## config.mk

```make
export PLATFORM = sky130hd
export DESIGN_NAME = gpu_xlate_mmu
export DESIGN_NICKNAME = d
export VERILOG_FILES = /design/src/rtl/xlate_pkg.sv /design/src/rtl/xlate_tlb.sv /design/src/rtl/xlate_fault.sv /design/src/rtl/gpu_xlate_mmu.sv
export SDC_FILE = /design/constraint.sdc
export NUM_CORES = 1
export LEC_CHECK = 0
export ABC_AREA = 1
export BUFFER_PORTS_ARGS = -buffer_cell sky130_fd_sc_hd__buf_2
export CAP_MARGIN = 20
export CORE_AREA = 3 3 243 245
export DETAILED_ROUTE_END_ITERATION = 12
export DIE_AREA = 0 0 246 248
export GPL_TIMING_DRIVEN = 0
export PLACE_DENSITY = 0.64
export SLEW_MARGIN = 10
export SYNTH_ARGS = -nofsm -noshare
export SYNTH_HDL_FRONTEND = slang
export SYNTH_SLANG_ARGS = --single-unit
export TNS_END_PERCENT = 50
```

## constraint.sdc

```tcl
create_clock -name clk -period 10.4 [get_ports clk]
set_input_delay 1.04 -clock clk [delete_from_list [all_inputs] [get_ports clk]]
set_output_delay 1.04 -clock clk [all_outputs]
set_load 0.01 [all_outputs]
```

## src/rtl/xlate_pkg.sv

```systemverilog
package xlate_pkg;
  localparam int PTE_FRAME_W = 24;
  localparam int PTE_W       = 32;

  // entry layout: bit 31 superpage, bit 30 spare, bit 29 writeable, bit 28 valid
  typedef struct packed {
    logic                   sp;
    logic                   spare;
    logic                   wr;
    logic                   vld;
    logic [3:0]             rsvd;
    logic [PTE_FRAME_W-1:0] frame;
  } pte_t;

  function automatic pte_t to_pte(input logic [PTE_W-1:0] raw);
    return pte_t'(raw);
  endfunction
endpackage

```

## src/rtl/xlate_tlb.sv

```systemverilog
module xlate_tlb
  import xlate_pkg::*;
#(
  parameter int ENTRIES = 8,
  parameter int VPN_W   = 20,
  parameter int SP_SPAN = 8
)(
  input  logic             clk,
  input  logic             rst,
  input  logic [VPN_W-1:0] look_vpn,
  output logic             hit,
  output pte_t             hit_pte,
  input  logic             ins_en,
  input  logic [VPN_W-1:0] ins_vpn,
  input  pte_t             ins_pte,
  input  logic             clr_start,
  output logic             clearing
);
  localparam int IDX_W = (ENTRIES > 1) ? $clog2(ENTRIES) : 1;
  localparam int CNT_W = $clog2(ENTRIES + 1);

  logic [ENTRIES-1:0] slot_v;
  logic [ENTRIES-1:0] match;
  logic [VPN_W-1:0]   slot_tag [ENTRIES];
  pte_t               slot_pte [ENTRIES];
  logic [IDX_W-1:0]   rr;
  logic [CNT_W-1:0]   clr_cnt;

  assign clearing = (clr_cnt != '0);

  for (genvar g = 0; g < ENTRIES; g++) begin : g_slot
    assign match[g] = slot_v[g] &&
      (slot_pte[g].sp ? (slot_tag[g][VPN_W-1:SP_SPAN] == look_vpn[VPN_W-1:SP_SPAN])
                      : (slot_tag[g] == look_vpn));
  end

  always_comb begin
    hit_pte = '0;
    for (int i = 0; i < ENTRIES; i++)
      if (match[i]) hit_pte = slot_pte[i];
  end
  assign hit = |match;

  // clear walks one slot per cycle, top slot first
  always_ff @(posedge clk) begin
    if (rst) begin
      slot_v  <= '0;
      rr      <= '0;
      clr_cnt <= '0;
    end else if (clearing) begin
      slot_v[IDX_W'(clr_cnt - 1'b1)] <= 1'b0;
      clr_cnt <= clr_cnt - 1'b1;
    end else if (clr_start) begin
      clr_cnt <= CNT_W'(ENTRIES);
      rr      <= '0;
    end else if (ins_en) begin
      slot_v[rr] <= 1'b1;
      rr <= (rr == IDX_W'(ENTRIES - 1)) ? '0 : rr + 1'b1;
    end
  end

  always_ff @(posedge clk) begin
    if (ins_en && !clearing && !clr_start) begin
      slot_tag[rr] <= ins_vpn;
      slot_pte[rr] <= ins_pte;
    end
  end
endmodule

```

## src/rtl/xlate_fault.sv

```systemverilog
module xlate_fault
  import xlate_pkg::*;
#(
  parameter int PAGE_SHIFT = 12,
  parameter int SP_SHIFT   = 20,
  parameter int PA_W       = PTE_FRAME_W + PAGE_SHIFT
)(
  input  pte_t                   pte,
  input  logic [SP_SHIFT-1:0]    va_low,
  input  logic                   is_write,
  input  logic                   inv_abort_en,
  input  logic                   inv_irq_en,
  input  logic                   wr_abort_en,
  input  logic                   wr_irq_en,
  input  logic                   scratch_en,
  input  logic [PTE_FRAME_W-1:0] scratch_frame,
  output logic [PA_W-1:0]        paddr,
  output logic                   fault,
  output logic                   abort,
  output logic                   irq_inv,
  output logic                   irq_wr
);
  localparam int SP_SPAN = SP_SHIFT - PAGE_SHIFT;

  logic inv, wv;
  assign inv     = !pte.vld;
  assign wv      = pte.vld && is_write && !pte.wr;
  assign fault   = inv || wv;
  assign abort   = (inv && inv_abort_en) || (wv && wr_abort_en);
  assign irq_inv = inv && inv_irq_en;
  assign irq_wr  = wv && wr_irq_en;

  always_comb begin
    if (fault && scratch_en)
      paddr = {scratch_frame, va_low[PAGE_SHIFT-1:0]};
    else if (pte.sp && pte.vld)
      paddr = {pte.frame[PTE_FRAME_W-1:SP_SPAN], va_low};
    else
      paddr = {pte.frame, va_low[PAGE_SHIFT-1:0]};
  end
endmodule

```

## src/rtl/gpu_xlate_mmu.sv

```systemverilog
module gpu_xlate_mmu
  import xlate_pkg::*;
#(
  parameter int VA_W        = 32,
  parameter int PAGE_SHIFT  = 12,
  parameter int SP_SHIFT    = 20,
  parameter int TLB_ENTRIES = 8,
  parameter int PA_W        = PTE_FRAME_W + PAGE_SHIFT
)(
  input  logic                   clk,
  input  logic                   rst,
  input  logic [PTE_FRAME_W-1:0] cfg_pt_base,
  input  logic                   cfg_inv_abort_en,
  input  logic                   cfg_inv_irq_en,
  input  logic                   cfg_wr_abort_en,
  input  logic                   cfg_wr_irq_en,
  input  logic                   cfg_scratch_en,
  input  logic [PTE_FRAME_W-1:0] cfg_scratch_frame,
  input  logic                   tlb_clear,
  output logic                   tlb_clearing,
  input  logic                   req_valid,
  output logic                   req_ready,
  input  logic [VA_W-1:0]        req_vaddr,
  input  logic                   req_write,
  output logic                   xl_valid,
  output logic [PA_W-1:0]        xl_paddr,
  output logic                   xl_fault,
  output logic                   xl_abort,
  output logic                   irq_invalid,
  output logic                   irq_write,
  output logic                   mem_rd_valid,
  input  logic                   mem_rd_ready,
  output logic [PA_W-1:0]        mem_rd_addr,
  input  logic                   mem_rsp_valid,
  input  logic [PTE_W-1:0]       mem_rsp_data
);
  localparam int VPN_W   = VA_W - PAGE_SHIFT;
  localparam int SP_SPAN = SP_SHIFT - PAGE_SHIFT;

  typedef enum logic [1:0] {S_IDLE, S_LOOK, S_FETCH, S_WAIT} st_t;

  st_t             state;
  logic [VA_W-1:0] va_q;
  logic            wr_q;
  logic            stale_q;

  logic            tlb_hit;
  pte_t            tlb_pte;
  pte_t            rsp_pte;
  pte_t            sel_pte;
  logic            look_go;
  logic            done;
  logic            ins_en;
  logic [PA_W-1:0] fetch_addr;
  logic [PA_W-1:0] f_paddr;
  logic            f_fault, f_abort, f_irq_inv, f_irq_wr;

  assign req_ready    = (state == S_IDLE);
  assign mem_rd_valid = (state == S_FETCH);
  assign rsp_pte      = to_pte(mem_rsp_data);
  assign sel_pte      = (state == S_WAIT) ? rsp_pte : tlb_pte;
  assign look_go      = (state == S_LOOK) && !tlb_clearing && !tlb_clear;
  assign done         = (look_go && tlb_hit) || ((state == S_WAIT) && mem_rsp_valid);
  assign ins_en       = (state == S_WAIT) && mem_rsp_valid && rsp_pte.vld &&
                        !stale_q && !tlb_clear && !tlb_clearing;
  assign fetch_addr   = {cfg_pt_base, {PAGE_SHIFT{1'b0}}} +
                        PA_W'({va_q[VA_W-1:PAGE_SHIFT], 2'b00});

  xlate_tlb #(
    .ENTRIES (TLB_ENTRIES),
    .VPN_W   (VPN_W),
    .SP_SPAN (SP_SPAN)
  ) u_tlb (
    .clk       (clk),
    .rst       (rst),
    .look_vpn  (va_q[VA_W-1:PAGE_SHIFT]),
    .hit       (tlb_hit),
    .hit_pte   (tlb_pte),
    .ins_en    (ins_en),
    .ins_vpn   (va_q[VA_W-1:PAGE_SHIFT]),
    .ins_pte   (rsp_pte),
    .clr_start (tlb_clear),
    .clearing  (tlb_clearing)
  );

  xlate_fault #(
    .PAGE_SHIFT (PAGE_SHIFT),
    .SP_SHIFT   (SP_SHIFT),
    .PA_W       (PA_W)
  ) u_fault (
    .pte           (sel_pte),
    .va_low        (va_q[SP_SHIFT-1:0]),
    .is_write      (wr_q),
    .inv_abort_en  (cfg_inv_abort_en),
    .inv_irq_en    (cfg_inv_irq_en),
    .wr_abort_en   (cfg_wr_abort_en),
    .wr_irq_en     (cfg_wr_irq_en),
    .scratch_en    (cfg_scratch_en),
    .scratch_frame (cfg_scratch_frame),
    .paddr         (f_paddr),
    .fault         (f_fault),
    .abort         (f_abort),
    .irq_inv       (f_irq_inv),
    .irq_wr        (f_irq_wr)
  );

  always_ff @(posedge clk) begin
    if (rst) begin
      state       <= S_IDLE;
      va_q        <= '0;
      wr_q        <= 1'b0;
      stale_q     <= 1'b0;
      mem_rd_addr <= '0;
      xl_valid    <= 1'b0;
      xl_paddr    <= '0;
      xl_fault    <= 1'b0;
      xl_abort    <= 1'b0;
      irq_invalid <= 1'b0;
      irq_write   <= 1'b0;
    end else begin
      xl_valid    <= done;
      irq_invalid <= done && f_irq_inv;
      irq_write   <= done && f_irq_wr;
      if (done) begin
        xl_paddr <= f_paddr;
        xl_fault <= f_fault;
        xl_abort <= f_abort;
      end
      unique case (state)
        S_IDLE: if (req_valid) begin
          va_q  <= req_vaddr;
          wr_q  <= req_write;
          state <= S_LOOK;
        end
        S_LOOK: if (look_go) begin
          if (tlb_hit) begin
            state <= S_IDLE;
          end else begin
            mem_rd_addr <= fetch_addr;
            stale_q     <= 1'b0;
            state       <= S_FETCH;
          end
        end
        S_FETCH: begin
          if (tlb_clear) stale_q <= 1'b1;
          if (mem_rd_ready) state <= S_WAIT;
        end
        S_WAIT: begin
          if (tlb_clear) stale_q <= 1'b1;
          if (mem_rsp_valid) state <= S_IDLE;
        end
        default: state <= S_IDLE;
      endcase
    end
  end
endmodule

```

==> impl_metrics.ini, run 1 <==
[clock_network]
cts_max_level = 2
clk_pin_slew_ns = 0.06
clk_latency_ns = 0.60
root_buffer = clkbuf_16
numCtsBuffers = 52
post-cts-setup-buffers = 0
ctsLongestPathBuffers = 3
ctsHoldBuffers = 0
cts_tree = built
cts_resized = 0
clock_sinks = 502

[yosys]
synth-edff-count = 376
synthFlopType = edfxtp_1
synth.distinct_cells = 52
synth_largest_area_cell = edfxtp_1
netlist_top_cells_area = edfxtp_1 (51%), dfxtp_1 (11%), nand2_1 (11%)
netlist_area_mm2 = 0.0221
netlist.area_leader.share_pct = 51.0
synthArstFlopShare_pct = 0
ys_warn_count = 0
synthCells = 2264
ys_seq_area_share_pct = 62.4
synth.avg_cell_area_um2 = 9.78
ys_ff_latch = 502

[critical_path]
rr_startpoint = va_q[27]$_SDFFE_PP0P_
worstPathArrival_ns = 4.53
startpoint = va_q[27]$_SDFFE_PP0P_
critical_path_class = reg2reg
required_ns = 10.93
path_max_fanout = 14
startpoint_type = flip-flop
worst_setup_path_end_kind = flip-flop

[routing]
postRouteAntennaNets = 0
dr_total_vias = 16900
viasPerCell = 5.05
wl_mm = 62.8
wl_per_cell_um = 18.8
drt-pass1-iter-count = 6
drt_iter0_drc = 1502
drc_errors = 0

[die]
std_cell_rows = 88
die_w_um = 246
dieArea_mm2 = 0.0610
ios = 204
coreArea_mm2 = 0.0574
start_util_pct = 38.6
die_y_um = 248

[cells_and_area]
n_fill_cell = 5298
area_growth_pct = 18.5
nets = 2672
postLayoutCellArea_mm2 = 0.0262
stdcell_count = 3348
drive_above_1_share_pct = 16.5

[hold_path]
min_path_type = reg2reg
min_from = xl_paddr[30]$_SDFFE_PP0P_

[timing]
max_freq_mhz = 250
fin_crit_sh_pct = 38.5
fin_ws_ns = 6.40
rsz0062_at_grt = false
clock_skew_ns = 0.0275
fin_crit_ns = 4.00
finalSetupViolCount = 0
maxSlewHeadroom_pct = 39.6
setup_tns_ns = 0
final-max-slew-violation-count = 0
hold_viol_final = 0
worstMarginPinSlew_ns = 0.901

[power_and_ir_drop]
p_leak_uw = 0.0109
p_per_area_mw_per_mm2 = 180
power_uw = 4730
vdd_drop_max_v = 0.000132

[placed_design]
gp_congestion = 0.875
dp_hpwl_mm = 44.3
portBuffers = 194
dpl_worst_slack_ns = 6.36
dp.cells = 3245
dpl_cell_area_mm2 = 0.0244

[global_routing]
grt_pass1_vias = 16400
grt_pass1_wl_mm = 94.7
grt_util_all_layers_pct = 20.2
grt_start_max_net_pins = 28
antenna_found_initial = 6
grt_overflow = 0

[outcome]
run_status = completed

[run]
cap_violations = 0
## cell usage in the layout, fill, tap and decap left out, drive strengths merged, types with 2 or more instances in the layout
master	n
o2111ai	3
a21boi	6
o211ai	16
ha	13
o31ai	2
nand3b	17
dfxtp	126
clkinvlp	3
or2	20
clkbuf	117
nor2	169
xnor2	54
buf	268
inv	217
diode	5
edfxtp	376
o21a	3
nand2	662
nand4	17
nor3	12
o211a	3
o21ai	160
o22ai	7
clkinv	18
a31oi	5
xor2	32
a21oi	133
nand3	97
a221oi	2
nor4	5
bufinv	4
a22o	2
a211oi	2
conb	2
## logic make-up (layout without fill, tap and decap cells)
kind of cell,count (synthesis),count (layout),synth area share [%]
fa+ha+maj,14,14,0.825
simple gates,1000,1000,18.8
xor+xnor,86,86,3.40
compound gates,347,347,8.58
other cells,1,7,0.0169
buf+inv,314,627,5.95
flops,502,502,62.4
## power by group
group / switching, µW / internal (µW) / leakage [µW] / total, µW
Combinational: 310 / 160 / 0.00553 / 470
Clock: 804 / 1180 / 0.000917 / 1990
Sequential: 61.9 / 2210 / 0.00443 / 2270
## final timing paths
path	endpoint	slack [ns]	cells past startpoint
setup / recovery	xl_paddr[12]$_SDFFE_PP0P_	6.40	16
hold / removal	xl_paddr[30]$_SDFFE_PP0P_	0.45	2
setup reg to reg	xl_paddr[12]$_SDFFE_PP0P_	6.40	16
hold reg to reg	xl_paddr[30]$_SDFFE_PP0P_	0.45	2
## cells in the mapped netlist, types with 5 or more instances
library cell / number
a21oi_1: 132
a31oi_1: 5
buf_1: 7
buf_2: 25
buf_4: 14
buf_6: 7
clkbuf_1: 44
dfxtp_1: 126
edfxtp_1: 376
ha_1: 13
inv_1: 196
inv_2: 17
nand2_1: 652
nand2_2: 9
nand3_1: 93
nand3b_1: 17
nand4_1: 17
nor2_1: 159
nor2_2: 7
nor3_1: 12
nor4_1: 5
o211ai_1: 16
o21ai_0: 143
o21ai_1: 14
o22ai_1: 7
or2_2: 20
xnor2_1: 54
xor2_1: 32
## worst max-delay path, stage by stage (launching register included)
cell       delay [ns]
dfxtp_1          0.81
inv_2            0.15
buf_2            0.29
o2bb2ai_1        0.18
nor2_1           0.07
nand3_1          0.08
nor2_1           0.13
o21ai_2          0.18
nand2_1          0.14
nor3_1           0.20
nand3_1          0.24
nand2_1          0.15
nand2_2          0.11
nor2_4           0.30
clkbuf_1         0.65
nand2_1          0.12
nand2_1          0.11
## layer usage
layer / wire length, µm / global-route usage, % / vias to the layer above
met3: 5180 / 4.29 / 123
met2: 29500 / 33.4 / 674
li1: - / - / 8074
met1: 26100 / 26.2 / 8043
met5: 13 / 0 / -
met4: 2040 / 7.62 / 2
## layout make-up
cell class	instances	area, µm²	area share (%)
plain buffers	98	505	1.93
diodes	5	12.5	0.0477
inverters	216	812	3.10
flip-flops and latches	502	13800	52.7
well taps	765	957	3.65
clock buffers	72	1610	6.13
repair buffers	215	1230	4.70
multi-input cells	1449	7030	26.8
clock inverters	26	251	0.959
## state kept, by name (all words and copies together) (netlist names), 3 cells and up, named ones only
name            count
u_tlb.slot_pte    216
u_tlb.slot_tag    160
xl_paddr           36
mem_rd_addr        34
va_q               32
u_tlb.slot_v        8
u_tlb.clr_cnt       4
u_tlb.rr            3
## through the flow
step | util, % | hold slack [ns]
2_1_floorplan | - | 0.425
6_report | 45.7 | 0.448
5_1_grt | 45.7 | 0.468
3_5_place_dp | 42.5 | 0.436
4_1_cts | 45.7 | 0.451
3_3_place_gp | 42.0 | 0.435
(Power assumes the default switching activity.)
==> run 2: changes to the inputs <==
- PLACE_DENSITY: 0.64 -> 0.66
- clock period: 10.4 -> 3.65 ns (I/O delays scaled with it)
==> run 2 against run 1 <==
- worst setup slack got worse by 6.1 ns
- sequential power rose to 2.9 times the previous value
- via count fell by 0.47%
- total power rose to 2.8 times the previous value
- die area did not move
- largest cell class unchanged
==> impl_metrics.ini, run 2 (synthesis results as in run 1) <==
[outcome]
run_status = completed

[cells_and_area]
regMostFlops = u_tlb.slot_pte
area_growth_pct = 18.8
final_common_cell = nand2_1
final_cell_mix = nand2_1 (649), edfxtp_1 (376), buf_2 (211), inv_1 (193), nor2_1 (153)
largest_reg_flops = 216
nets = 2679
postLayoutCellArea_mm2 = 0.0263
drive_above_1_share_pct = 17.8
fin_util_pct = 45.8
reg.largest.list = u_tlb.slot_pte (216), u_tlb.slot_tag (160), xl_paddr (36)
stdcell_count = 3352
n_fill_cell = 5288

[placed_design]
portBuffers = 194
dpl_worst_slack_ns = -0.328
dpl_cell_area_mm2 = 0.0244
gp_congestion = 0.880
dp_hpwl_mm = 44.1
dp.cells = 3247

[clock_network]
cts_tree = built
cts_max_level = 2
numCtsBuffers = 52
clk_pin_slew_ns = 0.06
clock_sinks = 502
ctsLongestPathBuffers = 3
root_buffer = clkbuf_16
clk_latency_ns = 0.61

[timing]
finalSetupViolCount = 0
max_freq_mhz = 296
worstMarginPinSlew_ns = 0.810
hold_viol_final = 0
fin_crit_ns = 3.38
fin_ws_ns = 0.272
maxSlewHeadroom_pct = 45.9
clock_skew_ns = 0.0369
fin_crit_sh_pct = 92.5
final-max-slew-violation-count = 0

[routing]
viasPerCell = 5.02
postRouteAntennaNets = 0
wl_per_cell_um = 18.4
route.met3.wl_mm = 4.60
wl_met2_mm = 29.7
drc_errors = 0
wl_mm = 61.7
drt-pass1-iter-count = 5
wl_met1_mm = 25.9
top_layer = met5
drt_iter0_drc = 1389
dr_total_vias = 16800

[power_and_ir_drop]
p_int_uw = 9900
power_uw = 13200
p_per_area_mw_per_mm2 = 501
pwr-share-clk_pct = 40.6
power_frac_comb_pct = 10.2
vdd_drop_max_v = 0.000377
p_seq_share_pct = 49.2
p_sw_share_pct = 24.9
p_sw_uw = 3280
p_leak_uw = 0.0109

[critical_path]
critical_path_class = reg2reg
startpoint_type = flip-flop
worstPathArrival_ns = 3.85
required_ns = 4.12
startpoint = va_q[31]$_SDFFE_PP0P_
rr_startpoint = va_q[31]$_SDFFE_PP0P_
path_max_fanout = 13
worst_setup_path_end_kind = flip-flop

[die]
std_cell_rows = 88
die_w_um = 246
ios = 204
dieArea_mm2 = 0.0610
start_util_pct = 38.6
die_y_um = 248
coreArea_mm2 = 0.0574

[global_routing]
grt_overflow = 0
grt_util_all_layers_pct = 19.9
grt_pass1_vias = 16400
antenna_found_initial = 5
grt_pass1_wl_mm = 93.5
grt_start_max_net_pins = 28

[hold_path]
min_path_type = in2reg
min_from = cfg_wr_irq_en

[run]
cap_violations = 0
==> run 2: power by group through the flow <==
stage | clock, µW | combinational (µW) | sequential [µW]
3_3_place_gp | 0 | 1290 | 6580
4_1_cts | 5420 | 1340 | 6470
2_1_floorplan | 0 | 824 | 6540
5_1_grt | 5640 | 1500 | 6500
6_report | 5350 | 1350 | 6480
3_5_place_dp | 0 | 1320 | 6590
==> run 2: worst paths after layout <==
path,end,slack [ns],cells past startpoint
min reg2reg,va_q[10]$_SDFFE_PP0P_,0.45,2
min,irq_write$_SDFF_PP0_,0.04,3
max reg2reg,xl_paddr[23]$_SDFFE_PP0P_,0.27,16
max,xl_paddr[23]$_SDFFE_PP0P_,0.27,16
==> run 2: per-layer routing <==
layer / vias to the layer above / GRT usage (%)
met2: 643 / 34.0
met1: 7988 / 25.7
met5: - / 0
li1: 8104 / -
met4: 2 / 5.78
met3: 99 / 3.72
==> run 2: what timing repair did <==
| item | CTS | global route |
|---|---|---|
| setup endpoints to repair | 54 | 88 |
| gates resized for setup | 11 | 49 |
| pin swaps | 0 | 2 |
| buffers inserted | 0 | 4 |
| endpoints found under the hold margin | 1 | 0 |
| hold buffers | 1 | 0 |
==> run 2: layout make-up <==
cell class / count / area [µm²] / area share (%)
diodes: 4 / 10.0 / 0.0381
plain buffers: 98 / 536 / 2.04
clock buffers: 71 / 1520 / 5.77
clock inverters: 25 / 211 / 0.804
inverters: 216 / 812 / 3.09
multi-input cells: 1449 / 7090 / 27.0
flip-flops and latches: 502 / 13800 / 52.7
well taps: 765 / 957 / 3.64
repair buffers: 222 / 1310 / 5.00
==> run 2: worst max-delay path, cell delays in order (launching register included) <==
cell and delay (ns):
dfxtp_4 0.49, inv_2 0.12, clkbuf_4 0.25, o21ai_0 0.19
nor2_1 0.07, nand3_1 0.11, nor2_4 0.08, o21ai_2 0.14
buf_2 0.32, buf_1 0.54, nand3_1 0.15, o211ai_1 0.11
nand2_1 0.08, a21boi_0 0.36, nand2_1 0.11, nand3_1 0.08
nand2_1 0.05
==> run 2: stage by stage <==
| step | hold WS (ns) | setup TNS [ns] |
|---|---|---|
| after floorplan | 0.425 | -198.38 |
| after detailed placement | 0.442 | -8.24 |
| after global routing | 0.0423 | -0.00456 |
| after global placement | 0.433 | -730.81 |
| after CTS | 0.0144 | 0 |
| final | 0.0356 | 0 |
==> run 3: changes to the inputs <==
- CORE_AREA: 3 3 243 245 -> 3 3 240 242
- DIE_AREA: 0 0 246 248 -> 0 0 243 245
- PLACE_DENSITY: 0.66 -> 0.67
==> run 3 against run 2 <==
- non-clock buffer count down 6
- clock-buffer cell count down 9
- critical path depth up 2
- clock power up 3%
- first-iteration DRC count up 20%
- largest cell class unchanged
==> impl_metrics.ini, run 3 (synthesis results as in run 1) <==
[timing]
max_freq_mhz = 289
clock_skew_ns = 0.0226
maxSlewHeadroom_pct = 41.6
fin_crit_ns = 3.46
final-max-slew-violation-count = 0
rsz0062_at_grt = true
hold_viol_final = 0
worstMarginPinSlew_ns = 0.875
fin_crit_sh_pct = 94.7
finalSetupViolCount = 0

[placed_design]
gp_congestion = 0.858
dp.cells = 3229
dpl_cell_area_mm2 = 0.0243
portBuffers = 194
dp_hpwl_mm = 44.4

[routing]
drc_errors = 0
wl_per_cell_um = 18.9
drt_iter0_drc = 1661
dr_total_vias = 17200
drt-pass1-iter-count = 5
viasPerCell = 5.16
wl_mm = 62.9
postRouteAntennaNets = 0

[clock_network]
cts_max_level = 2
clk_pin_slew_ns = 0.06
clock_sinks = 502
numCtsBuffers = 52
post-cts-setup-buffers = 0
ctsLongestPathBuffers = 3
root_buffer = clkbuf_16
cts_tree = built
clk_latency_ns = 0.60

[cells_and_area]
final_common_cell = nand2_1
nets = 2673
postLayoutCellArea_mm2 = 0.0262
area_growth_pct = 18.5
fin_util_pct = 47.4
stdcell_count = 3329
multi_input_area_mm2 = 0.00707
n_fill_cell = 5108
drive_above_1_share_pct = 17.3
regMostFlops = u_tlb.slot_pte
ff_latch_area_mm2 = 0.0138
final_cell_mix = nand2_1 (651), edfxtp_1 (376), buf_2 (209), inv_1 (192), nor2_1 (155)
largest_reg_flops = 216
reg.largest.list = u_tlb.slot_pte (216), u_tlb.slot_tag (160), xl_paddr (36)

[critical_path]
worst_setup_path_end_kind = flip-flop
regToRegSetupSlack_ns = 0.19
slowest_delay_ns = 0.64
crit_family = buffers and inverters
path_max_fanout = 10
critical_path_class = reg2reg
required_ns = 4.14
worstPathArrival_ns = 3.94
crit_chain = buf_4 -> inv_2 -> buf_4 -> o211a_1 -> nand3_1 -> nor2_2 -> o21ai_2 -> buf_2 -> buf_1 -> nand3_1 -> nand2_1 -> nand2_1 -> nand2_1 -> nand3_1 -> a21boi_1 -> nand2_1 -> nand3_1 -> nand2_1
crit_top_cell = nand2_1
cp_num_buf_inv = 5
startpoint_type = flip-flop
crit_slowest_cell = buf_1

[global_routing]
grt_pass1_wl_mm = 96.0
grt_overflow = 0
antenna_found_initial = 4
grt_util_all_layers_pct = 20.7
grt_pass1_vias = 16900
grt_start_max_net_pins = 31

[die]
ios = 204
dieArea_mm2 = 0.0595
coreArea_mm2 = 0.0553
die_w_um = 243
start_util_pct = 40.0
die_y_um = 245
std_cell_rows = 86

[power_and_ir_drop]
p_per_area_mw_per_mm2 = 509
power_uw = 13300
p_leak_uw = 0.0109
vdd_drop_max_v = 0.000369

[outcome]
run_status = completed

[hold_path]
min_path_type = in2reg

[run]
cap_violations = 0
[run 3: changes by cell type in the layout (fill, tap and decap cells not counted), sizes merged]
| cell | change |
|---|---|
| clkbuf | -9 |
| bufinv | +3 |
| clkinvlp | +2 |
| buf | -6 |
| inv | -3 |
| diode | -1 |
| clkinv | +8 |
[run 3: stage by stage]
stage               setup WS [ns]  hold WS, ns  setup TNS, ns
floorplan                   -1.37        0.425        -198.38
global placement            -4.51        0.435        -745.70
detailed placement         -0.251        0.437          -4.52
CTS                        0.0126       0.0193              0
global route              -0.0436       0.0351        -0.0437
finish                      0.194       0.0437              0
[run 3: final cells by class]
class	count	area share (%)
Antenna cell	3	0.0286
Timing Repair Buffer	217	4.79
Clock buffer	62	5.46
Multi-Input combinational cell	1449	26.9
Tap cell	748	3.57
Buffer	97	2.02
Clock inverter	35	1.30
Inverter	216	3.10
Sequential cell	502	52.8
[run 3: metal layers]
| metal | up-vias | global-route usage (%) | part of all wire (%) |
|---|---|---|---|
| li1 | 8089 | - | - |
| met1 | 8244 | 26.9 | 42 |
| met2 | 731 | 35.4 | 48 |
| met3 | 97 | 3.93 | 8.4 |
| met4 | 4 | 6.06 | 2.3 |
| met5 | - | 0 | 0.035 |
[run 3: tightest hold or removal path, cell delays in order]
cell	delay, ns
buf_2	0.11
nand2_1	0.06
nor3_1	0.04
[run 3: timing repair]
action / CTS / global route
resized for setup: 14 / 31
hold buffers: 1 / 0
setup endpoints to repair: 42 / 52
endpoints found under the hold margin: 1 / 0
[run 3: worst paths after layout]
path,startpoint,to,depth (start not counted)
setup reg to reg,va_q[21]$_SDFFE_PP0P_,xl_paddr[28]$_SDFFE_PP0P_,18
setup / recovery,va_q[21]$_SDFFE_PP0P_,xl_paddr[28]$_SDFFE_PP0P_,18
hold / removal,cfg_wr_irq_en,irq_write$_SDFF_PP0_,3
hold reg to reg,va_q[1]$_SDFFE_PP0P_,va_q[1]$_SDFFE_PP0P_,2
[run 3: where the power goes]
part           switching [µW]  internal [µW]
clock                    2280           3230
combinational             884            460
sequential                180           6310
